**src/rtl/chain_rd_pkg.sv**
```systemverilog
package chain_rd_pkg;
  typedef enum logic [2:0] {
    ST_IDLE,
    ST_SETUP,
    ST_CONV,
    ST_BUSYW,
    ST_READ
  } rd_state_t;
endpackage

```
**src/rtl/chain_sck_pacer.sv**
```systemverilog
module chain_sck_pacer #(
  parameter int SCK_HALF = 2,
  parameter int CNT_W    = 6
) (
  input  logic             clk,
  input  logic             rst,
  input  logic             set_lvl,
  input  logic             lvl,
  input  logic             burst_go,
  input  logic [CNT_W-1:0] burst_len,
  output logic             sck,
  output logic             rd_active,
  output logic             fall_now,
  output logic             burst_done
);
  localparam int PH_W = (SCK_HALF > 1) ? $clog2(SCK_HALF) : 1;
  localparam logic [PH_W-1:0] PH_LAST = PH_W'(SCK_HALF - 1);

  logic [PH_W-1:0]  ph;
  logic [CNT_W-1:0] bit_idx;
  logic [CNT_W-1:0] len_r;
  logic             ph_end;

  assign ph_end     = (ph == PH_LAST);
  assign fall_now   = rd_active && sck && ph_end;
  assign burst_done = rd_active && !sck && ph_end && (bit_idx == len_r - 1'b1);

  always_ff @(posedge clk) begin
    if (rst) begin
      sck       <= 1'b0;
      rd_active <= 1'b0;
      ph        <= '0;
      bit_idx   <= '0;
      len_r     <= '0;
    end else if (burst_go) begin
      sck       <= 1'b1;
      rd_active <= 1'b1;
      ph        <= '0;
      bit_idx   <= '0;
      len_r     <= burst_len;
    end else if (rd_active) begin
      if (ph_end) begin
        ph <= '0;
        if (sck) begin
          sck <= 1'b0;
        end else if (bit_idx == len_r - 1'b1) begin
          rd_active <= 1'b0;
        end else begin
          sck     <= 1'b1;
          bit_idx <= bit_idx + 1'b1;
        end
      end else begin
        ph <= ph + 1'b1;
      end
    end else if (set_lvl) begin
      sck <= lvl;
    end
  end

  // sck only moves at the end of a full phase while reading
  p_phase_end_r12: assert property (@(posedge clk) disable iff (rst)
    ($past(rd_active) && rd_active && (sck != $past(sck))) |-> (ph == '0));
endmodule

```
**src/rtl/chain_deser.sv**
```systemverilog
module chain_deser #(
  parameter int N_DEV  = 3,
  parameter int WORD_W = 14,
  parameter int OUT_W  = 16
) (
  input  logic                        clk,
  input  logic                        rst,
  input  logic                        clear,
  input  logic                        skip_first,
  input  logic                        take,
  input  logic                        sdo_in,
  input  logic                        capture,
  output logic [N_DEV-1:0][OUT_W-1:0] results,
  output logic                        results_valid
);
  localparam int TOT = N_DEV * WORD_W;

  logic [TOT-1:0]              shreg;
  logic                        drop_next;
  logic [N_DEV-1:0][OUT_W-1:0] words;

  always_ff @(posedge clk) begin
    if (rst) begin
      shreg     <= '0;
      drop_next <= 1'b0;
    end else if (clear) begin
      shreg     <= '0;
      drop_next <= skip_first;
    end else if (take) begin
      if (drop_next) drop_next <= 1'b0;
      else           shreg     <= {shreg[TOT-2:0], sdo_in};
    end
  end

  // first received word sits at the top of the shift register
  for (genvar k = 0; k < N_DEV; k++) begin : g_word
    logic [WORD_W-1:0] raw;
    assign raw      = shreg[(N_DEV-k)*WORD_W-1 -: WORD_W];
    assign words[k] = {{(OUT_W-WORD_W){raw[WORD_W-1]}}, raw};
  end

  always_ff @(posedge clk) begin
    if (rst) begin
      results       <= '0;
      results_valid <= 1'b0;
    end else begin
      results_valid <= capture;
      if (capture) results <= words;
    end
  end

  // one-cycle strobe
  p_valid_single_r8: assert property (@(posedge clk) disable iff (rst)
    results_valid |=> !results_valid);
  // start bit is never still pending when results are taken
  p_start_dropped_r4: assert property (@(posedge clk) disable iff (rst)
    capture |-> !drop_next);
endmodule

```
**src/rtl/chain_rd_ctrl.sv**
```systemverilog
module chain_rd_ctrl
  import chain_rd_pkg::*;
#(
  parameter int N_DEV        = 3,
  parameter int WORD_W       = 14,
  parameter int CONV_WAIT    = 250,
  parameter int BUSY_TIMEOUT = 500,
  parameter int CYCLE_MIN    = 400,
  parameter int CNT_W        = 6
) (
  input  logic             clk,
  input  logic             rst,
  input  logic             start,
  input  logic             busy_en,
  input  logic             sdo_in,
  input  logic             burst_done,
  output logic             cnv,
  output logic             set_lvl,
  output logic             lvl,
  output logic             burst_go,
  output logic [CNT_W-1:0] burst_len,
  output logic             clear,
  output logic             mode_busy,
  output logic             capture,
  output logic             timeout_err
);
  localparam int TOT    = N_DEV * WORD_W;
  localparam int WMAX   = (CONV_WAIT > BUSY_TIMEOUT) ? CONV_WAIT : BUSY_TIMEOUT;
  localparam int WAIT_W = $clog2(WMAX + 1);
  localparam int GAP_W  = $clog2(CYCLE_MIN + 1);
  localparam logic [GAP_W-1:0]  GAP_SAT  = GAP_W'(CYCLE_MIN);
  localparam logic [WAIT_W-1:0] CONV_END = WAIT_W'(CONV_WAIT - 1);
  localparam logic [WAIT_W-1:0] TMO_END  = WAIT_W'(BUSY_TIMEOUT - 1);

  rd_state_t         state;
  logic [WAIT_W-1:0] wait_cnt;
  logic [GAP_W-1:0]  gap_cnt;
  logic              rise_ok, conv_done, busy_seen, tmo_hit;

  assign rise_ok   = (state == ST_SETUP) && (gap_cnt >= GAP_SAT);
  assign conv_done = (state == ST_CONV) && (wait_cnt == CONV_END);
  assign busy_seen = (state == ST_BUSYW) && sdo_in;
  assign tmo_hit   = (state == ST_BUSYW) && !sdo_in && (wait_cnt == TMO_END);
  assign set_lvl   = ((state == ST_IDLE) && start) || tmo_hit;
  assign lvl       = (state == ST_IDLE) ? busy_en : 1'b0;
  assign clear     = rise_ok;
  assign burst_go  = conv_done || busy_seen;
  assign capture   = (state == ST_READ) && burst_done;
  assign burst_len = mode_busy ? CNT_W'(TOT + 1) : CNT_W'(TOT);

  always_ff @(posedge clk) begin
    if (rst) begin
      state       <= ST_IDLE;
      cnv         <= 1'b0;
      mode_busy   <= 1'b0;
      wait_cnt    <= '0;
      gap_cnt     <= GAP_SAT;
      timeout_err <= 1'b0;
    end else begin
      timeout_err <= 1'b0;
      if (rise_ok)                gap_cnt <= GAP_W'(1);
      else if (gap_cnt < GAP_SAT) gap_cnt <= gap_cnt + 1'b1;
      unique case (state)
        ST_IDLE: if (start) begin
          mode_busy <= busy_en;
          state     <= ST_SETUP;
        end
        ST_SETUP: if (rise_ok) begin
          cnv      <= 1'b1;
          wait_cnt <= '0;
          state    <= mode_busy ? ST_BUSYW : ST_CONV;
        end
        ST_CONV: begin
          wait_cnt <= wait_cnt + 1'b1;
          if (conv_done) state <= ST_READ;
        end
        ST_BUSYW: begin
          wait_cnt <= wait_cnt + 1'b1;
          if (busy_seen) begin
            state <= ST_READ;
          end else if (tmo_hit) begin
            timeout_err <= 1'b1;
            cnv         <= 1'b0;
            state       <= ST_IDLE;
          end
        end
        ST_READ: if (burst_done) begin
          cnv   <= 1'b0;
          state <= ST_IDLE;
        end
        default: state <= ST_IDLE;
      endcase
    end
  end

  // a timeout strobe always ends the frame
  p_timeout_ends_r9: assert property (@(posedge clk) disable iff (rst)
    timeout_err |-> (!cnv && state == ST_IDLE));
  // a new request never disturbs a frame in progress
  p_mode_held_r11: assert property (@(posedge clk) disable iff (rst)
    ($past(cnv) && cnv) |-> $stable(mode_busy));
endmodule

```
**src/rtl/chain_adc_reader.sv**
```systemverilog
module chain_adc_reader #(
  parameter int N_DEV        = 3,
  parameter int WORD_W       = 14,
  parameter int OUT_W        = 16,
  parameter int SCK_HALF     = 2,
  parameter int CONV_WAIT    = 250,
  parameter int BUSY_TIMEOUT = 500,
  parameter int CYCLE_MIN    = 400
) (
  input  logic                        clk,
  input  logic                        rst,
  input  logic                        start,
  input  logic                        busy_en,
  input  logic                        sdo_in,
  output logic                        cnv,
  output logic                        sck,
  output logic [N_DEV-1:0][OUT_W-1:0] results,
  output logic                        results_valid,
  output logic                        timeout_err
);
  localparam int TOT   = N_DEV * WORD_W;
  localparam int CNT_W = $clog2(TOT + 2);
  localparam int GAP_W = $clog2(CYCLE_MIN + 1);

  logic             set_lvl, lvl, burst_go, clear, mode_busy, capture;
  logic             rd_active, fall_now, burst_done;
  logic [CNT_W-1:0] burst_len;

  chain_rd_ctrl #(
    .N_DEV(N_DEV), .WORD_W(WORD_W), .CONV_WAIT(CONV_WAIT),
    .BUSY_TIMEOUT(BUSY_TIMEOUT), .CYCLE_MIN(CYCLE_MIN), .CNT_W(CNT_W)
  ) u_ctrl (
    .clk(clk), .rst(rst), .start(start), .busy_en(busy_en), .sdo_in(sdo_in),
    .burst_done(burst_done), .cnv(cnv), .set_lvl(set_lvl), .lvl(lvl),
    .burst_go(burst_go), .burst_len(burst_len), .clear(clear),
    .mode_busy(mode_busy), .capture(capture), .timeout_err(timeout_err)
  );

  chain_sck_pacer #(.SCK_HALF(SCK_HALF), .CNT_W(CNT_W)) u_pacer (
    .clk(clk), .rst(rst), .set_lvl(set_lvl), .lvl(lvl), .burst_go(burst_go),
    .burst_len(burst_len), .sck(sck), .rd_active(rd_active),
    .fall_now(fall_now), .burst_done(burst_done)
  );

  chain_deser #(.N_DEV(N_DEV), .WORD_W(WORD_W), .OUT_W(OUT_W)) u_deser (
    .clk(clk), .rst(rst), .clear(clear), .skip_first(mode_busy),
    .take(fall_now), .sdo_in(sdo_in), .capture(capture),
    .results(results), .results_valid(results_valid)
  );

  // spacing monitor for R10, independent of the controller's own counter
  logic             cnv_q;
  logic [GAP_W-1:0] chk_gap;
  always_ff @(posedge clk) begin
    if (rst) begin
      cnv_q   <= 1'b0;
      chk_gap <= GAP_W'(CYCLE_MIN);
    end else begin
      cnv_q <= cnv;
      if (cnv && !cnv_q)                   chk_gap <= GAP_W'(1);
      else if (chk_gap < GAP_W'(CYCLE_MIN)) chk_gap <= chk_gap + 1'b1;
    end
  end

  p_cnv_gap_r10: assert property (@(posedge clk) disable iff (rst)
    $rose(cnv) |-> (chk_gap >= GAP_W'(CYCLE_MIN)));
  p_sck_steady_r2: assert property (@(posedge clk) disable iff (rst)
    $rose(cnv) |-> $stable(sck));
  p_cnv_in_read_r5: assert property (@(posedge clk) disable iff (rst)
    rd_active |-> cnv);
  p_valid_cnv_fall_r8: assert property (@(posedge clk) disable iff (rst)
    results_valid |-> $fell(cnv));
  p_no_valid_on_tmo_r9: assert property (@(posedge clk) disable iff (rst)
    timeout_err |-> !results_valid);
endmodule

```
**config.mk**
```make
export PLATFORM = sky130hd
export DESIGN_NAME = chain_adc_reader
export DESIGN_NICKNAME = d
export VERILOG_FILES = /design/src/rtl/chain_rd_pkg.sv /design/src/rtl/chain_sck_pacer.sv /design/src/rtl/chain_deser.sv /design/src/rtl/chain_rd_ctrl.sv /design/src/rtl/chain_adc_reader.sv
export SDC_FILE = /design/constraint.sdc
export NUM_CORES = 1
export LEC_CHECK = 0
export CAP_MARGIN = 30
export CELL_PAD_IN_SITES_DETAIL_PLACEMENT = 1
export CELL_PAD_IN_SITES_GLOBAL_PLACEMENT = 1
export CORE_ASPECT_RATIO = 1.4
export CORE_MARGIN = 3
export CORE_UTILIZATION = 53
export CTS_BUF_LIST = sky130_fd_sc_hd__clkbuf_2
export DETAILED_ROUTE_END_ITERATION = 8
export DONT_BUFFER_PORTS = 1
export PLACE_DENSITY = 0.92
export SLEW_MARGIN = 20
export SYNTH_ARGS = -nofsm -noshare
export SYNTH_HDL_FRONTEND = slang
export SYNTH_SLANG_ARGS = --single-unit
export TNS_END_PERCENT = 1
```
**constraint.sdc**
```tcl
create_clock -name clk -period 5.3 [get_ports clk]
set_input_delay 1.06 -clock clk [delete_from_list [all_inputs] [get_ports clk]]
set_output_delay 1.06 -clock clk [all_outputs]
set_load 0.01 [all_outputs]
```
Word-level counts from Yosys, hierarchy flattened --
Cells that the tools add are included.
Cells by class: add/subtract/negate cells 5, magnitude comparators 2, equality and inequality tests 15, muxes and demuxes 33, bitwise operators 4, reductions and logical operators 33
Operators with widths (count):
- $mux W9 | 3
- $mux W1 | 21
- $add A9 B1 Y9 const B | 2
- $mux W3 | 6
- $pmux W9 S2 | 1
- $pmux W3 S5 | 1
- $logic_and A1 B1 Y1 | 12
- $reduce_and A5 Y1 | 2
- $eq A9 B8 Y1 const B | 1
- $eq A9 B9 Y1 const B | 1
- $ge A9 B9 Y1 const B | 1
- $lt A9 B9 Y1 const B | 1
- $reduce_and A2 Y1 | 4
- $add A6 B1 Y6 const B | 1
- $eq A3 B2 Y1 const B | 2
- $eq A6 B6 Y1 | 1
- $ne A2 B1 Y1 const B | 3
- $ne A2 B2 Y1 const B | 3
- $reduce_bool A2 Y1 | 3
- $reduce_bool A3 Y1 | 2
- $reduce_or A2 Y1 | 3
- $sub A6 B1 Y6 const B | 1
- $not A1 Y1 | 4
- $reduce_and A4 Y1 | 1
- 10 further kinds | 12
Storage, ports and cells: register bits after elaboration 125, input bits 5, logic and storage cells 110

Longest topological paths before layout --
Gate-level depths: netlist of run 1.
depth after elaboration 7, gate-level depth with buffers 9

By module --
From an unflattened synthesis of run 1, not the netlist that was laid out.
Unflattened totals: cell total of the unflattened synthesis 583, area total of the unflattened synthesis 5338.9 µm²
By module, submodules not included:
- chain_deser | instances 1, cells each 334, area each 3229.3 µm², seq. area each 1721.7 µm²
- chain_rd_ctrl | instances 1, cells each 158, area each 1288.7 µm², seq. area each 480.5 µm²
- chain_sck_pacer | instances 1, cells each 91, area each 820.8 µm², seq. area each 300.3 µm²

Least setup slack after synthesis of run 1 --
No wires, ideal clock.
path type in2reg, from input port sdo_in, to register u_pacer.sck, library setup time 120 ps, arrival time 2118 ps, required time 5180 ps, setup slack 3063 ps, cell stages on the path 4, path buffers 0, path through nand4bb_1 -> or3_1 -> o311a_1 -> a211o_1
Between the ends: word-level cells in the longest chain between the ends 6, elaborated cells on any way between the ends 10
Ends and longest elaborated chain:
- from (decl) | RTL line chain_adc_reader.sv:14 | input logic sdo_in,
- $logic_not A1 Y1 | RTL line chain_rd_ctrl.sv:43 | assign tmo_hit = (state == ST_BUSYW) && !sdo_in && (wait_cnt == TMO_END);
- $logic_and A1 B1 Y1 (2 in series) | RTL line chain_rd_ctrl.sv:43
- $logic_or A1 B1 Y1 | RTL line chain_rd_ctrl.sv:44 | assign set_lvl = ((state == ST_IDLE) && start) || tmo_hit;
- $reduce_bool A3 Y1 (no source line)
- $reduce_and A2 Y1 (no source line)
- to (signal assigned) | RTL line chain_sck_pacer.sv:56 | sck <= lvl;
- to (decl) | RTL line chain_sck_pacer.sv:11 | output logic sck,
Parallel ways exist; a longest one is shown, timed or not. A chain may end at the register's enable or synchronous reset.

Final worst setup path of run 1 --
from register u_pacer.len_r[0], to register u_deser.results[33] in the netlist's numbering
Between the ends: word-level cells in the longest chain between the ends 4
Ends and longest elaborated chain:
- from (decl) | RTL line chain_sck_pacer.sv:21 | logic [CNT_W-1:0] len_r;
- from (signal assigned) | RTL line chain_sck_pacer.sv:40 | len_r <= burst_len;
- $sub A6 B1 Y6 | RTL line chain_sck_pacer.sv:26 | assign burst_done = rd_active && !sck && ph_end && (bit_idx == len_r - 1'b1);
- $eq A6 B6 Y1 | RTL line chain_sck_pacer.sv:26
- $logic_and A1 B1 Y1 | RTL line chain_sck_pacer.sv:26
- $logic_and A1 B1 Y1 | RTL line chain_rd_ctrl.sv:48 | assign capture = (state == ST_READ) && burst_done;
- to (signal assigned) | RTL line chain_deser.sv:48 | if (capture) results <= words;
- to (decl) | RTL line chain_deser.sv:13 | output logic [N_DEV-1:0][OUT_W-1:0] results,
No other way between the ends.

==> results.txt, run 1 <==
----------------------------------------------------
[Timing]
  Worst slew pin tran ... 803 ps
  Setup repair after global routing missed its margin ... false
  Fin crit share ... 43.4%
  Count of pins over their slew limit ... 0
  Minimum clock period ... roughly 2300 ps
  Number of endpoints with negative hold slack in the final report ... 0
  Top achievable clock speed ... 0.435 GHz
  Slew headroom ... 46.5%
  Final-report setup violation count ... 0
  Hold slack final ... about 430 ps
  Final Skew ... 27.0 ps
  Aggregate negative setup slack ... 0 ps

[Floorplan]
  Number of ports placed on the die boundary ... between 50 and 60
  Core Rows ... 42
  Placeable Area ... 9510 sq um
  Horizontal extent of the die ... 89.7 um
  Vert. Die Dim ... between 100 and 150 um
  Total die area ... 11100 sq um
  Starting density of the core ... 54.7%

[Logic synthesis]
  Synth Cell Area ... 5200 sq um
  Sequential element share of the synthesized area ... 46.5%
  Number of enable flip-flop cells after synthesis ... 0
  Synth unique cells ... 55
  Main synth FF type ... sky130_fd_sc_hd__dfxtp_1
  Share of flip-flops with an asynchronous set or reset after synthesis ... 0%
  Post-Synthesis Net Count ... 646
  Post-synthesis cell count ... around 630
  Avg Inst Size Synth ... approximately 8.2 sq um
  Number of warnings printed during yosys synthesis ... 0
  FF+latch count, synth ... 121

[Placement]
  Number of cells in the design after placement ... 715
  Gpl congestion ... ~0.8
  Placed wire-length estimate ... 8190 um
  Placed Instance Area ... ~5100 sq um
  Port-buffer cells ... 0

[Power and ir drop]
  Worst IR drop on VDD ... 213 uV
  Power density cells ... 364 nW/um^2
  Static Leak ... 1.74 nW

[Routing]
  Final antenna-violating net count ... 0
  DRC violations left ... 0
  Total wirelength of the detailed-routed design ... 12600 um
  Average via count per standard cell ... 5.95
  Average wire length per cell after detail routing ... 16.8 um
  Total number of vias ... 4442
  Iteration-0 DRC Markers ... 219
  Number of iterations in the first detailed-routing pass ... 4

[GRT]
  Via count of the first global-routing pass ... 4497
  Total track usage ... about a quarter
  Global-route wire length before repair ... 21100 um
  Global route overflow ... 0
  Maximum number of pins on one net before global-route repair ... around 60
  Antenna violations before repair ... 1

[Clock tree]
  CTS clock-pin slew for the worst setup and hold paths ... 180 ps
  H-tree depth ... 4
  CTS tree ... done
  Clock insertion delay at the later pin of the skew report ... 660 ps
  CTS buffer count ... 17
  Buffers from clock root to sink, at most ... 2
  Post-cts resize count ... 0
  Total of hold buffers inserted after clock tree synthesis ... 0
  Clock sinks ... ~120
  Post-CTS repair timing setup buffer count ... 0
  Root Buffer ... sky130_fd_sc_hd__clkbuf_2

[Final layout]
  Commonest cells after routing, fill and taps aside ... sky130_fd_sc_hd__dfxtp_1, sky130_fd_sc_hd__nand2_1, sky130_fd_sc_hd__a21oi_1
  Commonest non-fill, non-tap cell in the layout ... sky130_fd_sc_hd__dfxtp_1
  Share of post-route cells with drive strength above 1 ... approximately 8%
  Fillers ... 1139
  Post-layout instance count excluding filler cells ... 747
  Layout Cell Area excl Fill ... 5390 sq um
  Ant diodes ... 0
  Area growth, synth to finish ... 3.65%
  Count of nets after finishing ... 614
  Utilization of the core after routing ... between 50% and 60%

[Run]
  Max-cap viol count ... 0

[Min path]
  Hold Path Class ... primary input to register

[Setup path]
  Worst EP arrival ... 2910 ps
  Startpoint-to-endpoint class of the critical path ... register to register
  Maximum net fanout on the critical path ... 42
  Startpoint type of the worst setup path ... register
  Capturing element type of the critical path ... register
  Required arrival time at the worst endpoint ... 5920 ps

[Outcome]
  Run status ... finished clean

----------------------------------------------------
[cell type report]
cell class              instances  area, sq um  share of cell area, %
flip-flops and latches        121         2420                   44.9
clock buffers                  19         95.1                   1.76
repair buffers                  7         52.6                  0.974
clock inverters                13          153                   2.83
multi-input cells             440         2450                   45.4
well taps                     132          165                   3.06
inverters                      15         56.3                   1.04
[synthesized netlist by cell type, drive strengths merged (2+ instances only)]
| master | count | area (sq um) |
|---|---|---|
| nand4 | 8 | 50.1 |
| o31ai | 4 | 30.0 |
| inv | 14 | 52.6 |
| xor2 | 6 | 52.6 |
| a21o | 2 | 15.0 |
| o311a | 2 | 20.0 |
| o21ai | 47 | 235 |
| dfxtp | 121 | 2420 |
| nor3b | 3 | 33.8 |
| or4 | 4 | 33.8 |
| ha | 7 | 87.6 |
| a31oi | 4 | 25.0 |
| mux2i | 10 | 100 |
| nand3 | 48 | 240 |
| and4 | 2 | 17.5 |
| a31o | 3 | 26.3 |
| and2 | 3 | 18.8 |
| buf | 23 | 146 |
| a21oi | 102 | 518 |
| xnor2 | 2 | 17.5 |
| or3 | 2 | 12.5 |
| nor3 | 5 | 25.0 |
| or2 | 2 | 12.5 |
| nor2 | 18 | 67.6 |
| nand3b | 2 | 15.0 |
| nand2b | 5 | 31.3 |
| nor2b | 3 | 18.8 |
| and3b | 2 | 17.5 |
| a21boi | 2 | 15.0 |
| o211a | 2 | 20.0 |
| nand2 | 102 | 383 |
| a211oi | 2 | 15.0 |
| clkbuf | 35 | 131 |
| and3 | 4 | 25.0 |
| nor4 | 5 | 31.3 |
| o211ai | 16 | 120 |
[routing by layer]
layer / share of wire (%) / vias up / GRT usage [%]
met1: 41 / 2181 / 25.0
met4: 1.5 / 2 / 8.53
li1: - / 2171 / -
met2: 54 / 68 / 44.0
met3: 3.8 / 20 / 6.57
met5: 0.10 / - / 0
[worst max-delay path, stage by stage, from the launching register on]
cell,delay [ps]
sky130_fd_sc_hd__dfxtp_1,420
sky130_fd_sc_hd__inv_1,70
sky130_fd_sc_hd__ha_1,300
sky130_fd_sc_hd__xor2_1,190
sky130_fd_sc_hd__o211a_1,430
sky130_fd_sc_hd__buf_4,470
sky130_fd_sc_hd__nand3_1,180
sky130_fd_sc_hd__a21oi_1,160
[cell families (layout without fill, tap and decap cells)]
logic type / after synthesis / count (layout) / share of synthesized area [%]
multiplexers: 11 / 11 / 2.14
flip-flops: 121 / 121 / 46.5
adder cells (fa/ha/maj): 7 / 7 / 1.68
XOR/XNOR: 8 / 8 / 1.35
AO/OA/AOI/OAI: 192 / 192 / 21.2
buffers and inverters: 73 / 54 / 6.42
AND/OR/NAND/NOR: 222 / 222 / 20.6
[final timing paths]
kind	startpoint	endpoint	slack (ps)	cells past startpoint
worst max register to register	u_pacer.len_r[0]	u_deser.results[33]	3000	7
worst min-delay path	rst	u_ctrl.state[1]	430	1
worst max-delay path	u_pacer.len_r[0]	u_deser.results[33]	3000	7
worst min register to register	u_deser.shreg[1]	u_deser.shreg[2]	460	2
[sequential cells by signal (all words and copies together), names as in the netlist]
register	cells
u_pacer.bit_idx	6
u_pacer.rd_active	1
u_pacer.len_r	2
u_ctrl.gap_cnt	9
u_deser.results_valid	1
u_deser.shreg	42
u_ctrl.timeout_err	1
u_ctrl.state	3
u_pacer.ph	1
u_ctrl.cnv	1
u_ctrl.wait_cnt	9
u_deser.results	42
u_ctrl.mode_busy	1
u_deser.drop_next	1
u_pacer.sck	1
[stage by stage]
stage	worst slack (ps)	total power (W)
floorplan	3060	0.00132
global placement	3020	0.00134
detailed placement	2990	0.00137
CTS	2960	0.00198
global route	2820	0.00207
finish	3000	0.00196
[report_power, final]
part,internal [W],switching [W]
registers,0.000951,0.0000683
logic,0.000117,0.000220
clock network,0.000263,0.000345
total,0.00133,0.000633
Note: power is estimated with default switching activity, not from simulation.
==> inputs of run 2 (changes only) <==
Settings changed: CORE_UTILIZATION 53 to 49, PLACE_DENSITY 0.92 to 0.86.
Clock period 5.3 ns to 2.2 ns, I/O delays scaled along.
==> run 2 against run 1 <==
  * Total power is 140% higher
  * Die area is 7.7% higher
  * Sequential cell count stayed put
  * Register-to-register slack worse by 2800 ps
  * Worst hold slack worse by 350 ps
  * Via count is 0.72% higher
  * Global-route usage is 0.079 points higher
  * Largest cell class unchanged
  * Sequential share of layout area is 0.99 points lower
  * Maximum frequency is 14% higher
  * Final area is 2.3% higher
  * Critical path depth stayed put
==> results.txt, run 2 (same netlist as run 1, synthesis figures left out) <==
----------------------------------------------------
[Outcome]
  Run status ... finished clean

[Timing]
  Top achievable clock speed ... 0.495 GHz
  Final-report setup violation count ... 0
  Fin crit share ... 91.9%
  Minimum clock period ... just over 2000 ps
  Worst slew pin tran ... 794 ps
  Number of endpoints with negative hold slack in the final report ... 0
  Aggregate negative setup slack ... 0 ps
  Count of pins over their slew limit ... 0
  Post-route setup slack ... 178 ps
  Hold slack final ... 87.2 ps
  Final Skew ... 42.4 ps
  Setup repair after global routing missed its margin ... false
  Slew headroom ... 47.1%

[Run]
  Max-cap viol count ... 0

[GRT]
  Global route overflow ... 0
  Total track usage ... 23.4%
  Via count of the first global-routing pass ... about 4800
  Global-route wire length before repair ... 22400 um
  Maximum number of pins on one net before global-route repair ... 58
  Antenna violations before repair ... 0

[Floorplan]
  Starting density of the core ... 51.4%
  Vert. Die Dim ... 128 um
  Total die area ... 11900 sq um
  Core Rows ... 43
  Number of ports placed on the die boundary ... 57
  Placeable Area ... 10100 sq um
  Horizontal extent of the die ... a little over 90 um

[Setup path]
  Startpoint-to-endpoint class of the critical path ... register to register
  Worst EP arrival ... 2640 ps
  Required arrival time at the worst endpoint ... 2810 ps
  Capturing element type of the critical path ... register
  Startpoint type of the worst setup path ... register
  Maximum net fanout on the critical path ... 21

[Placement]
  Setup WS pre-CTS ... 92.5 ps
  Placed wire-length estimate ... 8690 um
  Port-buffer cells ... 0
  Gpl congestion ... between 0.8 and 0.9
  Number of cells in the design after placement ... 726

[Clock tree]
  Post-CTS repair timing setup buffer count ... 0
  CTS clock-pin slew for the worst setup and hold paths ... 190 ps
  H-tree depth ... 4
  CTS buffer count ... 17
  Root Buffer ... sky130_fd_sc_hd__clkbuf_2
  CTS tree ... done
  Buffers from clock root to sink, at most ... 2
  Clock insertion delay at the later pin of the skew report ... 680 ps
  Clock sinks ... 121

[Routing]
  Average wire length per cell after detail routing ... 17.6 um
  Total wirelength of the detailed-routed design ... approximately 13000 um
  Iteration-0 DRC Markers ... about 170
  Number of iterations in the first detailed-routing pass ... 4
  DRC violations left ... 0
  Average via count per standard cell ... 5.86
  Total number of vias ... between 4000 and 5000
  Final antenna-violating net count ... 0

[Power and ir drop]
  Worst IR drop on VDD ... just over 600 uV
  Total internal power ... 0.00306 W
  Total net switching power ... 0.00162 W
  Sequential group share of total power ... ~53%
  Relative contribution of combinational cells to total power ... 19.9%
  Clock share of power ... 27.5%
  Fraction of power spent switching nets ... 34.6%
  Static Leak ... about 1.8 nW
  Power density cells ... around 850 nW/um^2

[Final layout]
  Ant diodes ... 0
  Area growth, synth to finish ... 5.99%
  Fillers ... approximately 1300
  Commonest cells after routing, fill and taps aside ... sky130_fd_sc_hd__dfxtp_1, sky130_fd_sc_hd__nand2_1, sky130_fd_sc_hd__a21oi_1
  Sequential cell area ... between 2000 and 2500 sq um
  Largest registers ... u_deser.results x42, u_deser.shreg x42
  Post-layout instance count excluding filler cells ... between 700 and 800
  Commonest non-fill, non-tap cell in the layout ... sky130_fd_sc_hd__dfxtp_1
  Count of nets after finishing ... 627
  Area of combinational cells with multiple inputs ... 2450 sq um
  Share of post-route cells with drive strength above 1 ... 9.39%

[Min path]
  Hold Path Class ... primary input to register

----------------------------------------------------
[run 2: power groups by stage]
| stage | logic (W) | registers (W) | clock network (W) |
|---|---|---|---|
| floorplan | 0.000772 | 0.00240 | 0 |
| global placement | 0.000838 | 0.00249 | 0 |
| detailed placement | 0.000883 | 0.00251 | 0 |
| global route | 0.00103 | 0.00248 | 0.00143 |
| finish | 0.000931 | 0.00247 | 0.00129 |
| CTS | 0.000924 | 0.00246 | 0.00133 |
[run 2: path summary, 6_finish.rpt]
kind,from,end,slack [ps],cells after the start
min reg2reg,u_deser.shreg[24],u_deser.shreg[25],460,2
min,sdo_in,u_ctrl.state[1],90,3
max reg2reg,u_pacer.len_r[0],u_deser.results[24],180,7
max,u_pacer.len_r[0],u_deser.results[24],180,7
[run 2: layout make-up]
type	instances	area share, %
Sequential cell	121	43.9
Timing Repair Buffer	20	3.72
Tap cell	135	3.06
Clock inverter	15	2.31
Inverter	15	1.02
Clock buffer	17	1.54
Multi-Input combinational cell	440	44.4
[run 2: layer usage]
| layer | vias to the layer above | wire (um) | track usage (%) | part of all wire (%) |
|---|---|---|---|---|
| met2 | 89 | 7290 | 42.6 | 54 |
| met3 | 20 | 637 | 6.58 | 4.8 |
| met5 | - | 0 | 0 | 0 |
| li1 | 2189 | - | - | - |
| met1 | 2176 | 5250 | 25.7 | 39 |
| met4 | 0 | 225 | 8.63 | 1.7 |
[run 2: metrics by stage]
step	utilization, %	cell area [sq um]	power, W
6_report	54.5	5520	0.00468
5_1_grt	54.5	5520	0.00494
4_1_cts	54.4	5510	0.00472
3_5_place_dp	51.8	5240	0.00339
3_3_place_gp	51.8	5240	0.00333
2_1_floorplan	-	5200	0.00317
[run 2: what timing repair did]
action	in CTS	in global routing
endpoints found under the setup margin	0	8
hold buffers	4	1
hold endpoints to repair	59	2
resized for setup	0	1
[run 2: critical path, stage by stage (launching register included)]
cell and delay (ps):
sky130_fd_sc_hd__dfxtp_1 420, sky130_fd_sc_hd__inv_1 80, sky130_fd_sc_hd__ha_1 330, sky130_fd_sc_hd__xor2_1 240, sky130_fd_sc_hd__o211a_2 370, sky130_fd_sc_hd__buf_4 290
sky130_fd_sc_hd__nand3_1 120, sky130_fd_sc_hd__a21oi_1 150
==> inputs of run 3 (changes only) <==
Settings changed: ABC_AREA set to 1, CORE_ASPECT_RATIO 1.4 to not set, CORE_UTILIZATION 49 to 48.
==> run 3 against run 2 <==
  * First-iteration DRC count is 13% higher
  * Sequential share of layout area hardly changed
  * Worst hold slack better by 33 ps
  * Clock skew is 17 ps lower
  * Global-route usage is 0.69 points lower
  * Register-to-register slack better by 40 ps
  * Non-clock buffer count is 5 lower
  * Setup slack better by 39 ps
  * Total power is 2.8% higher
  * Synthesized cell count is 6.0% higher
  * Critical endpoint is now u_deser.results[25]
  * Largest cell class is now registers
==> results.txt, run 3 <==
----------------------------------------------------
[Logic synthesis]
  Synth Cell Area ... 5190 sq um
  FF+latch count, synth ... 121
  Synth unique cells ... 34
  Sequential element share of the synthesized area ... 46.6%
  Avg Inst Size Synth ... 7.73 sq um
  Share of flip-flops with an asynchronous set or reset after synthesis ... 0%
  Number of enable flip-flop cells after synthesis ... 0
  Count leader, synth ... sky130_fd_sc_hd__nand2_1
  Number of warnings printed during yosys synthesis ... 0
  Synth cell count leaders ... sky130_fd_sc_hd__nand2_1, sky130_fd_sc_hd__dfxtp_1, sky130_fd_sc_hd__nand3_1
  Library cell occupying the most area in the post-synthesis netlist ... sky130_fd_sc_hd__dfxtp_1
  Main synth FF type ... sky130_fd_sc_hd__dfxtp_1
  Post-Synthesis Net Count ... between 600 and 700
  Synth top area share ... between 40 and 50%
  Main area contributors after synthesis ... sky130_fd_sc_hd__dfxtp_1, sky130_fd_sc_hd__nand2_1, sky130_fd_sc_hd__nand3_1
  Post-synthesis cell count ... 672

[Timing]
  Number of endpoints with negative hold slack in the final report ... 0
  Count of pins over their slew limit ... 0
  Hold slack final ... between 100 and 150 ps
  Final-report setup violation count ... 0
  Slew headroom ... 66.8%
  Fin crit share ... 90.1%
  Worst slew pin tran ... 498 ps
  Minimum clock period ... 1980 ps
  Aggregate negative setup slack ... 0 ps
  Setup repair after global routing missed its margin ... false
  Final Skew ... 25.2 ps
  Top achievable clock speed ... 0.504 GHz

[Clock tree]
  CTS buffer count ... 17
  CTS tree ... done
  Clock insertion delay at the later pin of the skew report ... 680 ps
  Post-CTS repair timing setup buffer count ... 0
  CTS clock-pin slew for the worst setup and hold paths ... 150 ps
  H-tree depth ... 4
  Root Buffer ... sky130_fd_sc_hd__clkbuf_2
  Clock sinks ... 121
  Buffers from clock root to sink, at most ... 2

[GRT]
  Global-route wire length before repair ... 21500 um
  Maximum number of pins on one net before global-route repair ... 56
  Antenna violations before repair ... 0
  Total track usage ... 22.7%
  Via count of the first global-routing pass ... 4545
  Global route overflow ... 0

[Final layout]
  Commonest cells after routing, fill and taps aside ... sky130_fd_sc_hd__nand2_1, sky130_fd_sc_hd__dfxtp_1, sky130_fd_sc_hd__nand3_1
  Ant diodes ... 0
  Area growth, synth to finish ... 6.09%
  Share of post-route cells with drive strength above 1 ... between 10% and 20%
  Utilization of the core after routing ... a little over half
  Largest registers ... u_deser.results x42, u_deser.shreg x42
  Post-layout instance count excluding filler cells ... 814
  Commonest non-fill, non-tap cell in the layout ... sky130_fd_sc_hd__nand2_1
  Count of nets after finishing ... 677

[Setup path]
  Startpoint type of the worst setup path ... register
  Crit path max-delay cell type ... sky130_fd_sc_hd__dfxtp_1
  Cell chain of the critical path ... inv_1 -> ha_1 -> inv_1 -> nand2_1 -> nand2_1 -> nor2_2 -> nand4_2 -> clkinv_4 -> nand2_8 -> nand2_1 -> a21oi_1
  Destination of the worst register-to-register timing path ... u_deser.results[25]
  Source of the worst register-to-register timing path ... u_pacer.len_r[0]
  Max incr delay on CP ... 380 ps
  Worst r2r path cells ... 11
  Worst EP arrival ... 2540 ps
  FF-to-FF setup slack ... 220 ps
  Required arrival time at the worst endpoint ... 2760 ps
  Cell occurring most often along the worst timing path ... sky130_fd_sc_hd__nand2_1
  Capturing element type of the critical path ... register
  Startpoint-to-endpoint class of the critical path ... register to register
  Maximum net fanout on the critical path ... 43

[Placement]
  Port-buffer cells ... 0
  Placed wire-length estimate ... 8470 um
  Gpl congestion ... roughly 0.83
  Number of cells in the design after placement ... 774

[Run]
  Max-cap viol count ... 0

[Floorplan]
  Number of ports placed on the die boundary ... between 50 and 60
  Starting density of the core ... 49.9%
  Horizontal extent of the die ... 110 um
  Total die area ... 12100 sq um
  Core Rows ... 37
  Vert. Die Dim ... 110 um
  Placeable Area ... 10400 sq um

[Min path]
  Min-delay src ... sdo_in
  Hold path cells ... 4
  Hold endpoint ... u_ctrl.state[0]
  Hold Path Class ... primary input to register

[Routing]
  Total wirelength of the detailed-routed design ... 12800 um
  Iteration-0 DRC Markers ... 188
  Final antenna-violating net count ... 0
  Total number of vias ... 4483
  Average via count per standard cell ... 5.51
  Average wire length per cell after detail routing ... 15.8 um
  Number of iterations in the first detailed-routing pass ... 5
  DRC violations left ... 0

[Power and ir drop]
  Static Leak ... 1.97 nW
  Worst IR drop on VDD ... 613 uV
  Power density cells ... 874 nW/um^2
  Overall power consumption ... 0.00482 W

[Outcome]
  Run status ... finished clean

----------------------------------------------------
run 3: worst max-delay path: cells and delay by family (launching register included):
family                   cells  cell delay [ps]
AO/OA/AOI/OAI                1               80
adder cells (fa/ha/maj)      1              300
buffers and inverters        3              350
flip-flops                   1              380
AND/OR/NAND/NOR              6              750
run 3: metal layers:
| layer | track usage (%) | vias to the layer above | wire length (um) |
|---|---|---|---|
| met5 | 0 | - | 0 |
| met4 | 8.99 | 0 | 159 |
| met3 | 6.06 | 14 | 579 |
| met2 | 39.2 | 74 | 6480 |
| met1 | 26.8 | 2184 | 5610 |
| li1 | - | 2211 | - |
run 3: how the worst max path moves through the flow:
stage,to,slack [ps],cells past startpoint,from
floorplan,u_deser.results[13],580,12,u_pacer.len_r[0]
global placement,u_deser.results[28],220,11,u_pacer.len_r[0]
detailed placement,u_deser.results[25],40,11,u_pacer.len_r[0]
CTS,u_deser.results[25],20,11,u_pacer.len_r[0]
global route,u_deser.results[33],30,11,u_pacer.len_r[0]
finish,u_deser.results[25],220,11,u_pacer.len_r[0]
run 3: metrics by stage:
step / cell area (sq um) / setup WS [ps]
after global routing: 5510 / 27.5
after floorplan: 5190 / 583
after CTS: 5500 / 16.7
final: 5510 / 217
after detailed placement: 5180 / 38.3
after global placement: 5180 / 219
run 3: what timing repair did:
| action | CTS | global route |
|---|---|---|
| endpoints found under the setup margin | 0 | 43 |
| hold buffers | 8 | 0 |
| resized for setup | 0 | 3 |
| hold endpoints to repair | 64 | 0 |
run 3: logic make-up (layout without fill, tap and decap cells):
| kind of cell | Yosys count | in the layout | share of synthesized area [%] |
|---|---|---|---|
| AO/OA/AOI/OAI | 128 | 128 | 13.4 |
| XOR/XNOR | 9 | 9 | 1.52 |
| adder cells (fa/ha/maj) | 7 | 7 | 1.69 |
| buffers and inverters | 90 | 96 | 8.72 |
| flip-flops | 121 | 121 | 46.6 |
| AND/OR/NAND/NOR | 317 | 317 | 28.1 |
run 3: final cells by class:
| type | instances | area (sq um) |
|---|---|---|
| inverters | 49 | 189 |
| well taps | 136 | 170 |
| clock inverters | 11 | 129 |
| multi-input cells | 461 | 2330 |
| fillers | 1309 | 4900 |
| clock buffers | 21 | 105 |
| flip-flops and latches | 121 | 2420 |
| repair buffers | 15 | 168 |
run 3: where the power goes:
part	switching, W	total, W	internal [W]	leakage, nW
combinational	0.000710	0.000994	0.000284	0.833
clock	0.000795	0.00143	0.000636	0.159
sequential	0.000107	0.00239	0.00229	0.976
